File: config.mk
export PLATFORM = sky130hd
export DESIGN_NAME = rfe_status_stack
export DESIGN_NICKNAME = d
export VERILOG_FILES = /design/src/rtl/rfe_stack_pkg.sv /design/src/rtl/rfe_rst_sync.sv /design/src/rtl/rfe_status_pop.sv /design/src/rtl/rfe_stack_swap.sv /design/src/rtl/rfe_status_stack.sv
export SDC_FILE = /design/constraint.sdc
export NUM_CORES = 1
export LEC_CHECK = 0
export BUFFER_PORTS_ARGS = -buffer_cell sky130_fd_sc_hd__buf_4
export CAP_MARGIN = 10
export CORE_AREA = 2 2 98 100
export CTS_CLUSTER_DIAMETER = 40
export DETAILED_ROUTE_END_ITERATION = 10
export DIE_AREA = 0 0 100 102
export PLACE_DENSITY = 0.76
export SLEW_MARGIN = 10
export SYNTH_ARGS = -nofsm -noshare
export SYNTH_HDL_FRONTEND = slang
export SYNTH_SLANG_ARGS = --single-unit
File: constraint.sdc
create_clock -name clk -period 2.54 [get_ports clk]
set_clock_uncertainty 0.1 [all_clocks]
set_input_delay 0.508 -clock clk [delete_from_list [all_inputs] [get_ports clk]]
set_output_delay 0.508 -clock clk [all_outputs]
set_load 0.02 [all_outputs]
File: src/rtl/rfe_stack_pkg.sv
package rfe_stack_pkg;

  localparam int unsigned DEF_WORD_W  = 32;
  localparam int unsigned DEF_FIELD_W = 28;
  localparam int unsigned DEF_KEEP_W  = 2;
  localparam int unsigned DEF_SHIFT   = 10;
  localparam int unsigned DEF_U_BIT   = 6;
  localparam int unsigned DEF_P_BIT   = 7;
  localparam int unsigned DEF_R_BIT   = 8;
  localparam int unsigned DEF_M_BIT   = 30;
  localparam int unsigned DEF_SYNC_N  = 2;

  typedef enum logic {
    RET_EXC = 1'b0,
    RET_NMI = 1'b1
  } ret_kind_e;

endpackage

File: src/rtl/rfe_rst_sync.sv
module rfe_rst_sync #(
  parameter int unsigned STAGES = rfe_stack_pkg::DEF_SYNC_N
) (
  input  logic clk,
  input  logic rst_n,
  output logic rst_sync_n
);

  logic [STAGES-1:0] chain_q;

  generate
    for (genvar g = 0; g < STAGES; g++) begin : g_stage
      if (g == 0) begin : g_first
        always_ff @(posedge clk or negedge rst_n) begin
          if (!rst_n) chain_q[g] <= 1'b0;
          else        chain_q[g] <= 1'b1;
        end
      end else begin : g_rest
        always_ff @(posedge clk or negedge rst_n) begin
          if (!rst_n) chain_q[g] <= 1'b0;
          else        chain_q[g] <= chain_q[g-1];
        end
      end
    end
  endgenerate

  assign rst_sync_n = chain_q[STAGES-1];

endmodule

File: src/rtl/rfe_status_pop.sv
module rfe_status_pop
  import rfe_stack_pkg::*;
#(
  parameter int unsigned WORD_W  = DEF_WORD_W,
  parameter int unsigned FIELD_W = DEF_FIELD_W,
  parameter int unsigned KEEP_W  = DEF_KEEP_W,
  parameter int unsigned SHIFT   = DEF_SHIFT,
  parameter int unsigned U_BIT   = DEF_U_BIT,
  parameter int unsigned P_BIT   = DEF_P_BIT,
  parameter int unsigned R_BIT   = DEF_R_BIT,
  parameter int unsigned M_BIT   = DEF_M_BIT
) (
  input  logic [WORD_W-1:0] status_in,
  input  ret_kind_e         kind,
  output logic [WORD_W-1:0] status_next,
  output logic              user_mode
);

  localparam logic [WORD_W-1:0] ONES       = {WORD_W{1'b1}};
  localparam logic [WORD_W-1:0] KEEP_MASK  = ~(ONES >> KEEP_W);
  localparam logic [WORD_W-1:0] FIELD_MASK = ONES >> (WORD_W - FIELD_W);

  logic [WORD_W-1:0] shifted;
  logic              restart_flag;

  always_comb begin
    restart_flag = status_in[R_BIT];
    shifted      = (status_in & KEEP_MASK) | ((status_in & FIELD_MASK) >> SHIFT);
    user_mode    = shifted[U_BIT];
    status_next  = shifted;
    if (!restart_flag) begin
      status_next[P_BIT] = 1'b1;
    end
    if (kind == RET_NMI) begin
      status_next[M_BIT] = 1'b1;
    end
  end

endmodule

File: src/rtl/rfe_stack_swap.sv
module rfe_stack_swap #(
  parameter int unsigned WORD_W = rfe_stack_pkg::DEF_WORD_W
) (
  input  logic              user_mode,
  input  logic [WORD_W-1:0] sp_in,
  input  logic [WORD_W-1:0] usp_in,
  input  logic [WORD_W-1:0] ksp_cur,
  output logic [WORD_W-1:0] sp_next,
  output logic [WORD_W-1:0] ksp_next
);

  always_comb begin
    if (user_mode) begin
      sp_next  = usp_in;
      ksp_next = sp_in;
    end else begin
      sp_next  = sp_in;
      ksp_next = ksp_cur;
    end
  end

endmodule

File: src/rtl/rfe_status_stack.sv
module rfe_status_stack
  import rfe_stack_pkg::*;
#(
  parameter int unsigned WORD_W  = DEF_WORD_W,
  parameter int unsigned FIELD_W = DEF_FIELD_W,
  parameter int unsigned KEEP_W  = DEF_KEEP_W,
  parameter int unsigned SHIFT   = DEF_SHIFT,
  parameter int unsigned U_BIT   = DEF_U_BIT,
  parameter int unsigned P_BIT   = DEF_P_BIT,
  parameter int unsigned R_BIT   = DEF_R_BIT,
  parameter int unsigned M_BIT   = DEF_M_BIT,
  parameter int unsigned SYNC_N  = DEF_SYNC_N
) (
  input  logic              clk,
  input  logic              rst_n,
  input  logic              ret_valid,
  input  logic              ret_kind,
  input  logic [WORD_W-1:0] status_in,
  input  logic [WORD_W-1:0] sp_in,
  input  logic [WORD_W-1:0] usp_in,
  output logic [WORD_W-1:0] status_out,
  output logic [WORD_W-1:0] sp_out,
  output logic [WORD_W-1:0] ksp_out
);

  logic              rst_sync_n;
  logic [WORD_W-1:0] status_q, status_d, status_pop;
  logic [WORD_W-1:0] sp_q, sp_d, sp_swap;
  logic [WORD_W-1:0] ksp_q, ksp_d, ksp_swap;
  logic              user_mode;
  ret_kind_e         kind;

  assign kind = ret_kind_e'(ret_kind);

  rfe_rst_sync #(.STAGES(SYNC_N)) u_rst_sync (
    .clk        (clk),
    .rst_n      (rst_n),
    .rst_sync_n (rst_sync_n)
  );

  rfe_status_pop #(
    .WORD_W (WORD_W), .FIELD_W(FIELD_W), .KEEP_W(KEEP_W), .SHIFT(SHIFT),
    .U_BIT  (U_BIT),  .P_BIT  (P_BIT),   .R_BIT (R_BIT),  .M_BIT(M_BIT)
  ) u_pop (
    .status_in   (status_in),
    .kind        (kind),
    .status_next (status_pop),
    .user_mode   (user_mode)
  );

  rfe_stack_swap #(.WORD_W(WORD_W)) u_swap (
    .user_mode (user_mode),
    .sp_in     (sp_in),
    .usp_in    (usp_in),
    .ksp_cur   (ksp_q),
    .sp_next   (sp_swap),
    .ksp_next  (ksp_swap)
  );

  // next-state selection: the strobe is the shared clock enable
  always_comb begin
    status_d = status_q;
    sp_d     = sp_q;
    ksp_d    = ksp_q;
    if (ret_valid) begin
      status_d = status_pop;
      sp_d     = sp_swap;
      ksp_d    = ksp_swap;
    end
  end

  always_ff @(posedge clk or negedge rst_sync_n) begin
    if (!rst_sync_n) begin
      status_q <= '0;
      sp_q     <= '0;
      ksp_q    <= '0;
    end else begin
      status_q <= status_d;
      sp_q     <= sp_d;
      ksp_q    <= ksp_d;
    end
  end

  assign status_out = status_q;
  assign sp_out     = sp_q;
  assign ksp_out    = ksp_q;

endmodule

* Yosys cells after proc, flatten, opt, wreduce, memory -nomap -nowiden
Cells that the tools add are included.
W data, S select, Z words.
** Storage, ports and cells
- Register bits after elaboration :: 98
- Word-level logic and storage cells :: 10
- Bits of input ports :: 100
- Output and inout bits :: 96
** Cells by class
- Reduce and logical (&&, ||, !) cells :: 1
- Muxes and demuxes :: 3
- Bitwise gates (word level) :: 1
** Operators with widths (count)
- $mux W32 :: 1
- $or A32 B18 Y32 :: 1
- $mux W1 :: 2
- $reduce_and A2 Y1 :: 1

* Longest topological paths before layout
Gate-level depths: netlist of the first run.
- Depth after elaboration :: 2
- Mapped depth :: 5
- Gate-level depth less buffers :: 2

* Hierarchy
From an unflattened synthesis of the first run, not the netlist that was laid out.
** Second synthesis, totals
- Cell total of the unflattened synthesis :: 311
- Area total of the unflattened synthesis :: 5144.9 um^2
** By module, submodules not included
- rfe_status_stack :: times used 1, area an instance 3764.9 um^2, cells each 203
- rfe_stack_swap :: times used 1, area an instance 1077.3 um^2, cells each 71
- rfe_status_pop :: times used 1, area an instance 249.0 um^2, cells each 34
- rfe_rst_sync :: times used 1, area an instance 53.8 um^2, cells each 3

* Worst setup path before layout of the first run
Ideal clock, no wire load.
- Path type :: input to register
- From :: input port ret_valid
- To :: register ksp_q[10] (netlist: ksp_out[10])
- Arrival time :: 1211 ps
- Stages :: 4
- Slack :: 1104 ps
- Required time :: 2315 ps
- Path through :: buf_2 nand2_4 buf_6 mux2_4
** Between the ends
- Word-level cells in the longest chain between the ends :: 1
** Ends and longest elaborated chain
- start, declared :: line rfe_status_stack.sv:16 : input logic ret_valid,
- $reduce_and A2 Y1 (no line)
- end signal, assigned :: line rfe_status_stack.sv:80 : ksp_q <= ksp_d;
- end, declared :: line rfe_status_stack.sv:29 : logic [WORD_W-1:0] ksp_q, ksp_d, ksp_swap;
No other way between the ends.
A chain may end at the register's enable or synchronous reset.

==> results of run 1 <==
-- timing repair --
action	4_1_cts	5_1_grt
setup endpoints to repair	0	0
endpoints found under the hold margin	2	0
gates resized for setup	0	0
hold buffers	1	0
-- synth_stat cells, drive strengths merged --
master	instances	area, sq um
a21oi	33	165
a31oi	1	6.26
buf	27	199
clkbuf	2	7.51
conb	2	7.51
dfrtp	86	2150
inv	2	7.51
mux2	49	661
mux2i	32	320
nand2	1	11.3
nor2	35	131
o21ai	1	5.00
-- per-layer routing --
| layer | share of wire, % | up-vias | GRT usage, % |
|---|---|---|---|
| met1 | 40 | 1277 | 20.5 |
| li1 | - | 1245 | - |
| met4 | 1.7 | 0 | 7.38 |
| met2 | 52 | 108 | 30.2 |
| met3 | 6.3 | 13 | 4.92 |
| met5 | 0 | - | 0 |
-- placed cells by master, fill, tap and decap left out --
master	n
clkbuf_8	10
clkbuf_1	1
buf_12	1
conb_1	13
dfrtp_4	1
mux2i_1	32
nand2_4	1
nor2_1	35
buf_4	175
o21ai_0	1
mux2_2	20
clkinv_2	2
dfrtp_1	85
inv_1	2
clkinvlp_4	1
dlygate4sd3_1	1
a21oi_1	33
bufinv_16	1
mux2_4	29
a31oi_1	1
-- critical path, stage by stage --
cell and delay, ps:
buf_4 100, buf_4 410, buf_4 450, nor2_1 90, a31oi_1 150
-- metrics by stage --
stage               setup WS (ps)  hold WS (ps)
floorplan                     987           112
global placement              600           191
detailed placement            569           195
CTS                           953           228
global route                  832           226
finish                        955           223
-- power groups by stage --
| stage | combinational (mW) | clock (mW) | sequential [mW] |
|---|---|---|---|
| after floorplan | 0.297 | 0 | 1.86 |
| after global placement | 0.904 | 0 | 1.65 |
| after detailed placement | 0.919 | 0 | 1.66 |
| after CTS | 0.922 | 0.975 | 1.64 |
| after global routing | 0.970 | 1.03 | 1.66 |
| final | 0.910 | 0.941 | 1.64 |
-- logic make-up after synthesis --
family	Yosys count
flip-flops	86
buffers and inverters	31
AO/OA/AOI/OAI	35
AND/OR/NAND/NOR	36
other	2
multiplexers	81
-- path summary, 6_finish.rpt --
path	endpoint	depth (start not counted)
worst max-delay path	status_out[7]	5
worst min-delay path	sp_out[25]	0
worst max register to register	status_out[1]	1
worst min register to register	sp_out[25]	0
max in group asynchronous	status_out[1]	1
min in group clk	status_out[7]	2
-- registers in the layout (all words and copies together) (netlist names) --
| register | flops |
|---|---|
| u_rst_sync.rst_sync_n | 1 |
| ksp_out | 32 |
| u_rst_sync.chain_q | 1 |
| status_out | 20 |
| sp_out | 32 |
-- final cells by class --
type,count,area [sq um],area share [%]
clock buffer,11,141,2.73
tap,111,139,2.68
sequential,86,2160,41.6
inverter,2,7.51,0.145
multi-input combinational,165,1350,26.0
clock inverter,4,47.5,0.917
timing repair buffer,177,1340,25.9
==> key figures, run 1 <==
Status
  • Status: complete, no violations

Die
  • Die height: 102 microns
  • Full die area: 10200 sq um
  • IO Count: 196
  • Site Rows: 35
  • Starting Density: 40.3%
  • Placeable Area: 9110 sq um
  • Die width: 100 microns

STA
  • Slew at the pin with the worst max-slew slack: 631 ps
  • Slew margin rel.: 57.9%
  • Finish-stage setup viols: 0
  • Final slew viol count: 0
  • Crit share post-route: 62.4%
  • Fmax: 631 MHz
  • RSZ-0062 raised after global routing: no
  • Endpoints failing hold: 0
  • Post-Route Setup TNS: 0 ps
  • Period minus WS final: 1580 ps

Power and ir drop
  • NetSw: 1.02 mW
  • Net Sw Frac: 29.2%
  • Internal Power: 2.47 mW
  • Register share of total power: 46.9%
  • Power after layout: 3.49 mW
  • Cell area power density: 673 nW/um^2
  • Comb pwr share: 26.1%
  • Leakage power: 2.63 nW
  • Clock power frac: 27.0%
  • Max VDD drop: 0.343 mV

GRT
  • First-pass GRT wire length: 13800 microns
  • Largest net degree at the start of global routing: 46
  • Antenna violations before repair: 0
  • Grt total ovfl: 0
  • Total GRT Usage: 17.4%
  • Vias in the first global route: 2838

Finish
  • Nets: 541
  • Layout cells sized above 1: 54.2%
  • Fin util: 56.9%
  • ANT cells: 0
  • Final instance area: 5180 sq um
  • Area growth from synthesis to layout: 41.1%
  • Fillers: 795
  • Fin cells: 556

Placed design
  • HPWL after DPL: 6250 microns
  • GP Congestion: 0.737
  • DP Area: 4980 sq um
  • DP Cell Count: 540
  • Port bufs: 172

Synth
  • Compound-gate portion of the synthesized area: 4.80%
  • Post-Synthesis Cells: 271
  • Synth Warn #: 0
  • Unique cell type count in the Yosys netlist: 15
  • Largest family of logic cells by synthesized area: multiplexers
  • Avg Inst Size Synth: 13.6 sq um
  • Synth Area in Simple Gates: 3.88%
  • Adder-Cell Fraction of Synth Area: 0%
  • Mux contribution to synthesized area: 26.7%
  • Seq/Total Area, Yosys: 58.6%
  • Post-Synth XOR/XNOR Area: 0%
  • Number of synthesized register bits: 86
  • Mapped Area: 3670 sq um

CTS
  • Largest buffer count on any clock path: 2
  • Clock buffers created by TritonCTS: 9
  • Clock Tree Root: clkbuf_8
  • CTS tree: done
  • CTS Sinks: 86
  • Setup Buffers After CTS: 0
  • Clk Latency, worst-skew pair: 340 ps
  • Clock transition at path regs: 90 ps
  • H-tree Lvls: 3

Worst setup path
  • CP Launch Point: ret_valid
  • CP startpoint kind: input pin
  • FF-to-FF setup slack: 1490 ps
  • CP required: 2710 ps
  • Crit end category: register
  • CP Class: in2reg
  • CP arrival: 1750 ps
  • R2R Path Start: u_rst_sync.rst_sync_n
  • Crit Path Max Fanout: 45

Routing
  • Total wire length: 8640 microns
  • WL/cell: 15.5 microns
  • Post-DRT Antenna Nets: 0
  • Drt pass-1 iters: 4
  • Via-to-Cell Ratio: 4.75
  • Vias: 2643
  • Drt drc: 0
  • DRT iter0 DRCs: 56

Flow run
  • Max-Cap Viols: 0

Min path
  • HP Class: reg2async
No activity file was read; power rests on OpenSTA's default activity.
==> run 2: changes to the inputs <==
==> constraint.sdc (replaced) <==
create_clock -name clk -period 1.3 [get_ports clk]
set_clock_uncertainty 0.1 [all_clocks]
set_input_delay 0.26 -clock clk [delete_from_list [all_inputs] [get_ports clk]]
set_output_delay 0.26 -clock clk [all_outputs]
set_load 0.02 [all_outputs]
==> run 2 against run 1 <==
Largest cell class unchanged. Critical path depth down 4. Highest routed layer unchanged. Global-route usage decreased by 0.62 points. Flip-flop and latch count did not move. Die area unchanged. Sequential power rose by 95%. Non-clock buffer count increased by 27.
==> key figures, run 2 (synthesis gave the netlist of run 1 again) <==
Status
  • Status: complete, no violations

STA
  • Period minus WS final: 1270 ps
  • Post-Route Setup TNS: 0 ps (unchanged)
  • Final slew viol count: 0 (unchanged)
  • Finish-stage setup viols: 0 (unchanged)
  • Crit share post-route: 97.4%
  • Endpoints failing hold: 0 (unchanged)
  • Fmax: 790 MHz
  • Fin worst setup slack: 34.4 ps (-921 ps)
  • Hold_ws: 40.8 ps (-183 ps)
  • RSZ-0062 raised after global routing: yes

Worst setup path
  • CP Cell Sequence: buf_4
  • CP required: 940 ps (-1770 ps)
  • CP delay by family, top: flip-flops
  • CP arrival: 910 ps (-840 ps)
  • FF-to-FF setup slack: 300 ps (-1190 ps)
  • CP max stage delay: 400 ps (-50 ps)
  • Reg2reg path depth: 2 (+1)
  • R2R Path Start: ksp_out[16]
  • Slowest stage cell, crit path: dfrtp_1
  • Crit Path Max Fanout: 2 (-96%)
  • R2r endpoint: ksp_out[16]
  • Bufs and invs on worst path: 1 (-2)
  • CP Class: reg2out
  • CP startpoint kind: register
  • Crit end category: output pin

Min path
  • Hold worst-path end: status_out[14]
  • Hold Crit Depth: 2
  • Hold path startpoint: status_in[24]
  • HP Class: in2reg

Die
  • Die width: 100 microns (unchanged)
  • Placeable Area: 9110 sq um (unchanged)
  • Die height: 102 microns (unchanged)
  • Starting Density: 40.3% (unchanged)
  • Site Rows: 35 (unchanged)
  • Full die area: 10200 sq um (unchanged)
  • IO Count: 196 (unchanged)

Routing
  • WL/cell: 15.0 microns (-3.3%)
  • DRT iter0 DRCs: 72 (+29%)
  • Drt drc: 0 (unchanged)
  • Vias: 2732 (+3.4%)
  • Total wire length: 8770 microns (+1.6%)
  • Drt pass-1 iters: 7 (+3)
  • Via-to-Cell Ratio: 4.68 (-1.6%)
  • Post-DRT Antenna Nets: 0 (unchanged)

Placed design
  • GP Congestion: 0.746 (+1.3%)
  • DP Area: 5100 sq um (+2.4%)
  • HPWL after DPL: 6380 microns (+2.0%)
  • DP Cell Count: 549 (+1.7%)
  • DP Worst Slack: 38.1 ps (-531 ps)
  • Port bufs: 172 (unchanged)

Finish
  • Most frequent cells in the layout: buf_4, dfrtp_1, nor2_1
  • Final instance area: 5560 sq um (+7.2%)
  • Leading cell type in the layout, fill and taps excluded: buf_4
  • Area growth from synthesis to layout: 51.3%
  • Nets: 568 (+5.0%)
  • ANT cells: 0 (unchanged)
  • Fillers: 721 (-9.3%)
  • Layout cells sized above 1: 56.7% (+2.5 points)
  • Fin util: 61.0% (+4.1 points)
  • Fin cells: 584 (+5.0%)

Power and ir drop
  • Power after layout: 7.12 mW (+100%)
  • Comb pwr share: 28.2% (+2.1 points)
  • Net Sw Frac: 28.7% (-0.47 points)
  • Cell area power density: 1280 nW/um^2 (+91%)
  • Clock power frac: 27.1% (about the same)
  • Leakage power: 2.82 nW (+7.0%)
  • Register share of total power: 44.8% (-2.1 points)
  • NetSw: 2.05 mW (+100%)
  • Max VDD drop: 0.808 mV (+140%)
  • Internal Power: 5.08 mW (+110%)

GRT
  • Largest net degree at the start of global routing: 52 (+13%)
  • Antenna violations before repair: 0 (unchanged)
  • Vias in the first global route: 2776 (-2.2%)
  • First-pass GRT wire length: 13400 microns (-3.1%)
  • Total GRT Usage: 16.8% (-0.62 points)
  • Grt total ovfl: 0 (unchanged)

CTS
  • Largest buffer count on any clock path: 2 (unchanged)
  • CTS tree: done
  • Clock Tree Root: clkbuf_8
  • CTS Sinks: 86 (unchanged)
  • Clock transition at path regs: 90 ps (about the same)
  • Clk Latency, worst-skew pair: 340 ps (about the same)
  • H-tree Lvls: 3 (unchanged)
  • Clock buffers created by TritonCTS: 9 (unchanged)

Flow run
  • Max-Cap Viols: 0 (unchanged)
run 2: changes by cell type in the layout (fill, tap and decap cells not counted), sizes merged:
cell	previous run	this run
buf	176	202
clkbuf	11	12
clkinv	2	0
clkinvlp	1	2
dlygate4sd3	1	2
inv	2	3
run 2: repair_timing:
action                                  4_1_cts  5_1_grt
gates resized for setup                       0       26
endpoints found under the hold margin         3        0
endpoints found under the setup margin        1       35
buffers inserted                              1       16
hold buffers                                  2        0
gates cloned                                  0        0
run 2: final cells by class:
class	count	area (sq um)	area share, %
inverter	2	7.51	0.135
clock buffer	12	155	2.79
sequential	86	2160	38.8
timing repair buffer	204	1700	30.5
tap	111	139	2.50
clock inverter	4	53.8	0.968
multi-input combinational	165	1350	24.3
run 2: power by group through the flow:
stage | combinational, mW | sequential (mW) | clock [mW]
after floorplan | 0.580 | 3.63 | 0
final | 2.01 | 3.19 | 1.93
after global routing | 2.14 | 3.22 | 2.11
after CTS | 1.87 | 3.17 | 2.00
after global placement | 1.83 | 3.21 | 0
after detailed placement | 1.85 | 3.22 | 0
run 2: worst max path at each step:
stage / slack [ps] / start / depth (start not counted) / endpoint
after global routing: -8 / ksp_out[8] / 1 / ksp_out[8]
final: 30 / ksp_out[21] / 1 / ksp_out[21]
after global placement: 60 / ret_valid / 3 / status_out[16]
after floorplan: 110 / ret_valid / 4 / ksp_out[10]
after CTS: 9 / ksp_out[21] / 1 / ksp_out[21]
after detailed placement: 40 / ret_valid / 3 / status_out[13]
run 2: metal layers:
layer / wire length, microns / GRT usage (%) / vias to the layer above
li1: - / - / 1293
met1: 3540 / 20.0 / 1313
met2: 4440 / 28.5 / 115
met3: 669 / 5.54 / 11
met4: 124 / 6.53 / 0
met5: 0 / 0 / -
